[config.mk]
export PLATFORM = sky130hd
export DESIGN_NAME = pg_precharge_gate
export DESIGN_NICKNAME = d
export VERILOG_FILES = /design/src/rtl/pg_pkg.sv /design/src/rtl/pg_decay_bank.sv /design/src/rtl/pg_thresh_cmp.sv /design/src/rtl/pg_access_seq.sv /design/src/rtl/pg_precharge_gate.sv
export SDC_FILE = /design/constraint.sdc
export NUM_CORES = 1
export LEC_CHECK = 0
export BUFFER_PORTS_ARGS = -buffer_cell sky130_fd_sc_hd__buf_2
export CAP_MARGIN = 30
export CORE_MARGIN = 4
export CORE_UTILIZATION = 35
export DETAILED_ROUTE_END_ITERATION = 6
export GPL_TIMING_DRIVEN = 0
export SYNTH_ARGS = -nofsm -noshare
export SYNTH_HDL_FRONTEND = slang
export SYNTH_HIERARCHICAL = 1
export SYNTH_SLANG_ARGS = --single-unit
export TNS_END_PERCENT = 1
[constraint.sdc]
create_clock -name clk -period 5.7 [get_ports clk]
set_input_delay 0.285 -clock clk [delete_from_list [all_inputs] [get_ports clk]]
set_output_delay 0.285 -clock clk [all_outputs]
set_load 0.005 [all_outputs]
[src/rtl/pg_pkg.sv]
// Package pg_pkg
// Shared definitions for the precharge gating controller.
// Assumes: nothing beyond IEEE 1800-2017.
package pg_pkg;

    // Access sequencer state: idle/accepting, or waking a gated subarray.
    typedef enum logic {
        SEQ_OPEN = 1'b0,
        SEQ_WAKE = 1'b1
    } seq_state_e;

    // Index width for a given subarray count (at least one bit).
    function automatic int idx_width(input int n);
        return (n > 1) ? $clog2(n) : 1;
    endfunction

endpackage

[src/rtl/pg_decay_bank.sv]
// Module pg_decay_bank
// One saturating idle counter per subarray. A counter is cleared by its
// clear bit, frozen by its hold bit, and otherwise moves up by one until it
// reaches all-ones. Reset loads all-ones so each subarray starts gated.
// Assumes: clr_vec and hold_vec are never both set for the same subarray.
module pg_decay_bank #(
    parameter int NUM_SUB = 32,
    parameter int CNT_W   = 10
) (
    input  logic                           clk,
    input  logic                           rst_n,
    input  logic [NUM_SUB-1:0]             clr_vec,
    input  logic [NUM_SUB-1:0]             hold_vec,
    output logic [NUM_SUB-1:0][CNT_W-1:0]  cnt
);
    localparam logic [CNT_W-1:0] CNT_MAX = {CNT_W{1'b1}};

    for (genvar g = 0; g < NUM_SUB; g++) begin : g_cnt
        logic [CNT_W-1:0] cnt_q;
        logic [CNT_W-1:0] cnt_d;

        // Next value: clear, hold, saturate or count.
        always_comb begin
            if (clr_vec[g])
                cnt_d = '0;
            else if (hold_vec[g] || (cnt_q == CNT_MAX))
                cnt_d = cnt_q;
            else
                cnt_d = cnt_q + 1'b1;
        end

        // Counter register, reset to the saturated value.
        always_ff @(posedge clk) begin
            if (!rst_n)
                cnt_q <= CNT_MAX;
            else
                cnt_q <= cnt_d;
        end

        assign cnt[g] = cnt_q;
    end

endmodule

[src/rtl/pg_thresh_cmp.sv]
// Module pg_thresh_cmp
// Compares every idle counter against the shared threshold. A subarray is
// live (should precharge) when its counter is at or below the threshold.
// Assumes: thr is a plain level, sampled combinationally.
module pg_thresh_cmp #(
    parameter int NUM_SUB = 32,
    parameter int CNT_W   = 10
) (
    input  logic [NUM_SUB-1:0][CNT_W-1:0] cnt,
    input  logic [CNT_W-1:0]              thr,
    output logic [NUM_SUB-1:0]            live_vec
);
    for (genvar g = 0; g < NUM_SUB; g++) begin : g_cmp
        // Equality is treated as still active.
        assign live_vec[g] = (cnt[g] <= thr);
    end

endmodule

[src/rtl/pg_access_seq.sv]
// Module pg_access_seq
// Takes access requests. A request to a live subarray clears its counter
// at once. A request to a gated subarray costs a wake cycle: ready drops,
// the target's precharge is forced on and its counter is frozen, then the
// counter is cleared at the end of the wake cycle.
// Assumes: acc_idx < NUM_SUB whenever acc_vld is high.
module pg_access_seq
    import pg_pkg::*;
#(
    parameter int NUM_SUB = 32,
    parameter int IDX_W   = 5
) (
    input  logic               clk,
    input  logic               rst_n,
    input  logic               acc_vld,
    input  logic [IDX_W-1:0]   acc_idx,
    input  logic [NUM_SUB-1:0] live_vec,
    output logic               acc_rdy,
    output logic [NUM_SUB-1:0] clr_vec,
    output logic [NUM_SUB-1:0] hold_vec,
    output logic [NUM_SUB-1:0] force_vec
);
    seq_state_e         state_q;
    logic [IDX_W-1:0]   tgt_q;
    logic [NUM_SUB-1:0] req_sel;
    logic [NUM_SUB-1:0] tgt_sel;
    logic               take;
    logic               tgt_live;

    // One-hot decode of the request index and the stored wake target.
    always_comb begin
        for (int i = 0; i < NUM_SUB; i++) begin
            req_sel[i] = (acc_idx == IDX_W'(i));
            tgt_sel[i] = (tgt_q == IDX_W'(i));
        end
    end

    // A request is taken only while the sequencer is open.
    assign take     = acc_vld && (state_q == SEQ_OPEN);
    assign tgt_live = |(req_sel & live_vec);
    assign acc_rdy  = (state_q == SEQ_OPEN);

    // Per-subarray clear, hold and force controls.
    always_comb begin
        for (int i = 0; i < NUM_SUB; i++) begin
            force_vec[i] = (state_q == SEQ_WAKE) && tgt_sel[i];
            clr_vec[i]   = (take && tgt_live && req_sel[i]) || force_vec[i];
            hold_vec[i]  = take && !tgt_live && req_sel[i];
        end
    end

    // Sequencer state and wake target.
    always_ff @(posedge clk) begin
        if (!rst_n) begin
            state_q <= SEQ_OPEN;
            tgt_q   <= '0;
        end else if (take && !tgt_live) begin
            state_q <= SEQ_WAKE;
            tgt_q   <= acc_idx;
        end else begin
            state_q <= SEQ_OPEN;
        end
    end

endmodule

[src/rtl/pg_precharge_gate.sv]
// Module pg_precharge_gate
// Top level: idle counters, threshold compare and access sequencer. The
// precharge enable is the compare result, plus the forced wake of a gated
// target.
// Assumes: acc_idx is in range while acc_vld is high.
module pg_precharge_gate #(
    parameter int NUM_SUB = 32,
    parameter int CNT_W   = 10,
    parameter int IDX_W   = pg_pkg::idx_width(NUM_SUB)
) (
    input  logic               clk,
    input  logic               rst_n,
    input  logic               acc_vld,
    input  logic [IDX_W-1:0]   acc_idx,
    input  logic [CNT_W-1:0]   thr,
    output logic [NUM_SUB-1:0] pc_en,
    output logic               acc_rdy
);
    logic [NUM_SUB-1:0][CNT_W-1:0] cnt;
    logic [NUM_SUB-1:0]            live_vec;
    logic [NUM_SUB-1:0]            clr_vec;
    logic [NUM_SUB-1:0]            hold_vec;
    logic [NUM_SUB-1:0]            force_vec;

    pg_decay_bank #(.NUM_SUB(NUM_SUB), .CNT_W(CNT_W)) u_bank (
        .clk      (clk),
        .rst_n    (rst_n),
        .clr_vec  (clr_vec),
        .hold_vec (hold_vec),
        .cnt      (cnt)
    );

    pg_thresh_cmp #(.NUM_SUB(NUM_SUB), .CNT_W(CNT_W)) u_cmp (
        .cnt      (cnt),
        .thr      (thr),
        .live_vec (live_vec)
    );

    pg_access_seq #(.NUM_SUB(NUM_SUB), .IDX_W(IDX_W)) u_seq (
        .clk       (clk),
        .rst_n     (rst_n),
        .acc_vld   (acc_vld),
        .acc_idx   (acc_idx),
        .live_vec  (live_vec),
        .acc_rdy   (acc_rdy),
        .clr_vec   (clr_vec),
        .hold_vec  (hold_vec),
        .force_vec (force_vec)
    );

    // Precharge where live, or where a wake cycle forces it.
    assign pc_en = live_vec | force_vec;

endmodule

Yosys cells after proc, flatten, opt, wreduce, memory -nomap -nowiden
Cells that the tools add are included.

word-level totals
  flip-flop bits (word level) = 326
  latch bits = 0
  RAM bits = 0
  ROM bits = 0
  input bits = 18
  output and inout bits = 33
  logic and storage cells = 459
  memories kept = 0

operators by class
  $add $sub $neg = 32
  $mul = 0
  div/mod/pow operators = 0
  order comparisons = 32
  equal/unequal tests = 126
  shift operators = 0
  mux-type cells = 65
  bitwise gates (word level) = 3
  reductions and logical operators = 167

operator list
  cell                                                             count
  10-bit two-way mux                                               64
  10-bit by 1-bit adder with 10-bit output, second input constant  32
  10-bit == test, second input constant                            32
  10-bit less-or-equal comparator                                  32
  5-bit == test, second input constant                             32
  1-bit logical AND                                                99
  5-bit by 4-bit == test with 1-bit output, second input constant  16
  1-bit logical OR                                                 64
  2-bit inequality test, second input constant                     32
  5-bit by 3-bit == test with 1-bit output, second input constant  8
  32-bit bitwise AND                                               1
  32-bit bitwise OR                                                1
  32-bit OR reduction                                              1
  5-bit by 2-bit == test with 1-bit output, second input constant  4
  5-bit by 1-bit == test with 1-bit output, second input constant  2
  5-bit zero test                                                  2
  1-bit zero test                                                  1
  1-bit two-way mux                                                1
  1-bit inverter                                                   1

Longest topological paths before layout
  word-level depth = 9
  depth in mapped cells = 18
  mapped depth without buffers = 16

Modules after synthesis
Netlist, hierarchy kept.

modules (own cells, without submodules)
  module             times used  cells each  area an instance (µm²)  seq. area each (µm²)
  pg_decay_bank      1           1,880       16,567.1                6,406.1
  pg_thresh_cmp      1           841         7,200.7                 0.0
  pg_access_seq      1           267         1,672.9                 120.1
  pg_precharge_gate  1           32          200.2                   0.0

Worst setup path after synthesis
Ideal clock, no wire load.

  path kind = input to register
  start = in thr[7]
  end = reg u_bank.g_cnt[24].cnt_q[9]
  setup time = 0.063 ns
  arrival time = 4.274 ns
  required time = 5.637 ns
  path slack = 1.363 ns
  stages on the path = 16
  buffers on the path = 1
  path through = inv_1 ha_1 a211oi_2 nor2_1 o41ai_2 mux2i_1 mux2_2 o21a_1 or2_4 nand4b_4 clkbuf_1 nor2_1 nand3b_1 or4b_4 or4_1 nand3_1

on the way
  longest elaborated chain between the ends = 8
  elaborated cells on any way between the ends = 43
  those cells by class = 32 x order compare; 1 x eq/ne; 1 x mux; 1 x bitwise; 8 x reduce/logical

ends and longest elaborated chain
  item                                    RTL line                 text
  start: declaration                      pg_precharge_gate.sv:15  input logic [CNT_W-1:0] thr,
  10-bit less-or-equal comparator         pg_thresh_cmp.sv:15      assign live_vec[g] = (cnt[g] <= thr);
  net live_vec[22]                        pg_precharge_gate.sv:20  logic [NUM_SUB-1:0] live_vec;
  32-bit bitwise AND                      pg_access_seq.sv:40      assign tgt_live = |(req_sel & live_vec);
  32-bit OR reduction                     pg_access_seq.sv:40
  1-bit zero test                         pg_access_seq.sv:48      hold_vec[i] = take && !tgt_live && req_sel[i];
  1-bit logical AND (2 in a row)          pg_access_seq.sv:48
  net hold_vec[24]                        pg_precharge_gate.sv:22  logic [NUM_SUB-1:0] hold_vec;
  1-bit logical OR                        pg_decay_bank.sv:26      else if (hold_vec[g] || (cnt_q == CNT_MAX))
  2-bit inequality test (no source line)  n/a
  end signal: assignment                  pg_decay_bank.sv:37      cnt_q <= cnt_d;
  end: declaration                        pg_decay_bank.sv:19      logic [CNT_W-1:0] cnt_q;

The timed path passes the listed nets, and every way through them passes these cells.
A chain may end at the register's enable or synchronous reset.

Worst setup path after layout
  start = in thr[2]
  end = reg u_bank.g_cnt[24].cnt_q[9]

The elaborated chain is that of the path after synthesis.

==> reports/summary.txt <==
Hold-fix buffers, CTS: 0
Critical Path Max Stage Delay: 0.61 ns
Post-CTS Setup Bufs: 0
number of H-tree levels: 2
critical-path cell list: buf_2 > inv_2 > buf_12 > ha_1 > nand4_1 > nor3_1 > o41ai_2 > mux2i_1 > mux2_2 > o21a_1 > or2_4 > nand4b_4 > clkbuf_1 > nor2_1 > nand3b_1 > or4b_4 > or4_1 > nand3_1
CP arrival: 5.50 ns
Clk Latency, worst-skew pair: 0.58 ns
CP max FO: 20
met3 wire length: 5510 um
skew final: 0.0170 ns
maxcap violations: 0
Netlist cell types: 80
Area Overhead vs Synth: 12.7%
Worst-path clk slew: 0.06 ns
Die Span Y: 279 um
CP max stage cell: o41ai_2
syn nets: 3390
GPL Wtd Cong: 0.989
drt wl/cell: 19.7 um
PwrDens: 542 mW/mm2
VDD IR max: 0.243 mV
total congestion overflow: 0
initial drt markers: 2259
worst min path class: input port to flip-flop
Final min period: 4.99 ns
Clock Tree Root: clkbuf_16
initial antenna violation count: 1
synthesis-stage register bit count: 326
RSZ-0062 raised after global routing: no
number of synthesized flops with an enable pin: 0
first-pass GRT wire length: 126000 um
share of the synthesized area in the top cell type: 25.5%
met2 wire len: 34500 um
Finished Layout Cells: 4115
Static Leak: 12.0 nW
Startpoint Class: input port
data required time of the critical path: 6.21 ns
First-pass DRT Iterations: 6
Post-Route WL: 81000 um
CTS tree: yes
Die Width: 279 um
row cnt: 98
Top Layer Used: met4
wire length on met1: 38500 um
vias per inst: 5.87
worst hold margin: 0.0836 ns
Final ANT Viol Nets: 0
critical path type: input port to flip-flop
post-cts resize count: 0
Core Util, Final: 40.1%
vias in the first global route: 22300
most common cell after layout, fill and taps aside: ha_1
CTS max path bufs: 3
share of cells above drive strength 1: 8.16%
FFs w/ async S/R, synth: 0%
Core Footprint: 0.0721 mm2
final setup TNS: 0 ns
Setup Viol. Count Final: 0
via count: 24200
most area-consuming cells after synthesis: dfxtp_1 (25%), ha_1 (17%), o21ai_0 (6.1%), nand4_1 (3.8%), mux2i_1 (3.2%)
Tot GR Track Use: 20.1%
DRC Markers: 0
Initial Util: 35.6%
largest net degree at the start of global routing: 24
total CTS buffers: 43
status: finished, final reports clean
crit path capture type: flip-flop
Yosys warning count: 6
I/O pin total: 51
commonest cells after routing, fill and taps aside: ha_1 (352), dfxtp_1 (326), o21ai_0 (310)
Rel. slew slack: 30.8%
Mapped Area: 0.0256 mm2
number of clock sinks: 326
worst-margin pin slew: 1.04 ns
Mean Syn Cell Area: 8.49 um2
Final Max Tran Viols: 0
placed insts: 4035
HPWL after DPL: 58700 um
fmax: 200 MHz
die footprint: 0.0777 mm2
sequential area share after synthesis: 25.5%
Port-buffer cells: 49
Synth Flop Type: dfxtp_1
nets: 3500
Synth area leader: dfxtp_1
post-synthesis cell count: 3020
final hold vios: 0
Tcrit/Tclk final: 87.6%
Yosys cell counts, types with 34 or more instances:
cell,count
nor2b_1,60
mux2i_1,83
clkbuf_1,88
a21oi_1,132
nor2_1,169
a21o_1,36
ha_1,352
nor3_1,72
o31ai_1,65
inv_1,137
nand4_1,154
nand3_1,146
xor2_1,63
o21ai_0,310
and4_1,39
nand2_1,119
xnor2_1,78
nand2b_1,48
dfxtp_1,326
and3_1,34
cell families after synthesis:
| family | Yosys count | share of synthesized area, % |
|---|---|---|
| adders and majority gates | 352 | 17.2 |
| DFF | 326 | 25.5 |
| and+or+nand+nor | 1039 | 23.1 |
| muxes | 85 | 3.33 |
| AOI/OAI and AO/OA | 820 | 22.1 |
| buffers and inverters | 257 | 4.04 |
| xor gates and xnor gates | 141 | 4.82 |
flip-flops by register name, indices dropped and copies added, names as in the netlist:
register            cells
u_seq/tgt_q             5
u_bank/g_cnt.cnt_q    320
u_seq/state_q           1
final timing paths:
kind | start | endpoint | slack [ns] | cells past startpoint
setup reg to reg | u_bank/g_cnt[22].cnt_q[7]$_SDFFE_PN1P_ | u_bank/g_cnt[24].cnt_q[9]$_SDFFE_PN1P_ | 0.79 | 15
setup / recovery | thr[2] | u_bank/g_cnt[24].cnt_q[9]$_SDFFE_PN1P_ | 0.71 | 18
hold reg to reg | u_seq/tgt_q[0]$_SDFFE_PN0N_ | u_seq/tgt_q[0]$_SDFFE_PN0N_ | 0.51 | 2
hold / removal | rst_n | u_seq/tgt_q[1]$_SDFFE_PN0N_ | 0.08 | 3
cell type report:
cell class	count	area (um2)
diodes	3	7.51
plain buffers	120	522
clock buffers	64	1310
clock inverters	13	223
fillers	7366	43200
inverters	137	514
multi-input cells	2437	18100
flip-flops and latches	326	6530
well taps	950	1190
repair buffers	65	533
critical path, delay by kind of cell:
kind / cells / cell delay [ns]
adders and majority gates: 1 / 0.26
muxes: 2 / 0.47
AOI/OAI and AO/OA: 2 / 0.79
buffers and inverters: 4 / 1.47
and+or+nand+nor: 9 / 2.18
metrics by stage:
step	instance area [um2]	setup WS [ns]	total power [W]
after global placement	27100	-0.858	0.0124
final	28900	0.707	0.0157
after detailed placement	27400	0.256	0.0126
after floorplan	25600	1.36	0.0106
after global routing	28900	0.636	0.0171
after CTS	28900	0.835	0.0156
metal layers:
layer | vias to the layer above | global-route usage (%)
li1 | 11800 | -
met1 | 11500 | 28.7
met2 | 737 | 31.2
met3 | 149 | 2.97
met4 | 0 | 6.39
met5 | - | 0
report_power, final:
part | internal, W | total [W] | switching (W) | leakage [nW]
registers | 0.00315 | 0.00433 | 0.00118 | 2.70
clock network | 0.00185 | 0.00294 | 0.00109 | 0.744
logic | 0.00376 | 0.00838 | 0.00462 | 8.53
Note: power is estimated with default switching activity, not from simulation.
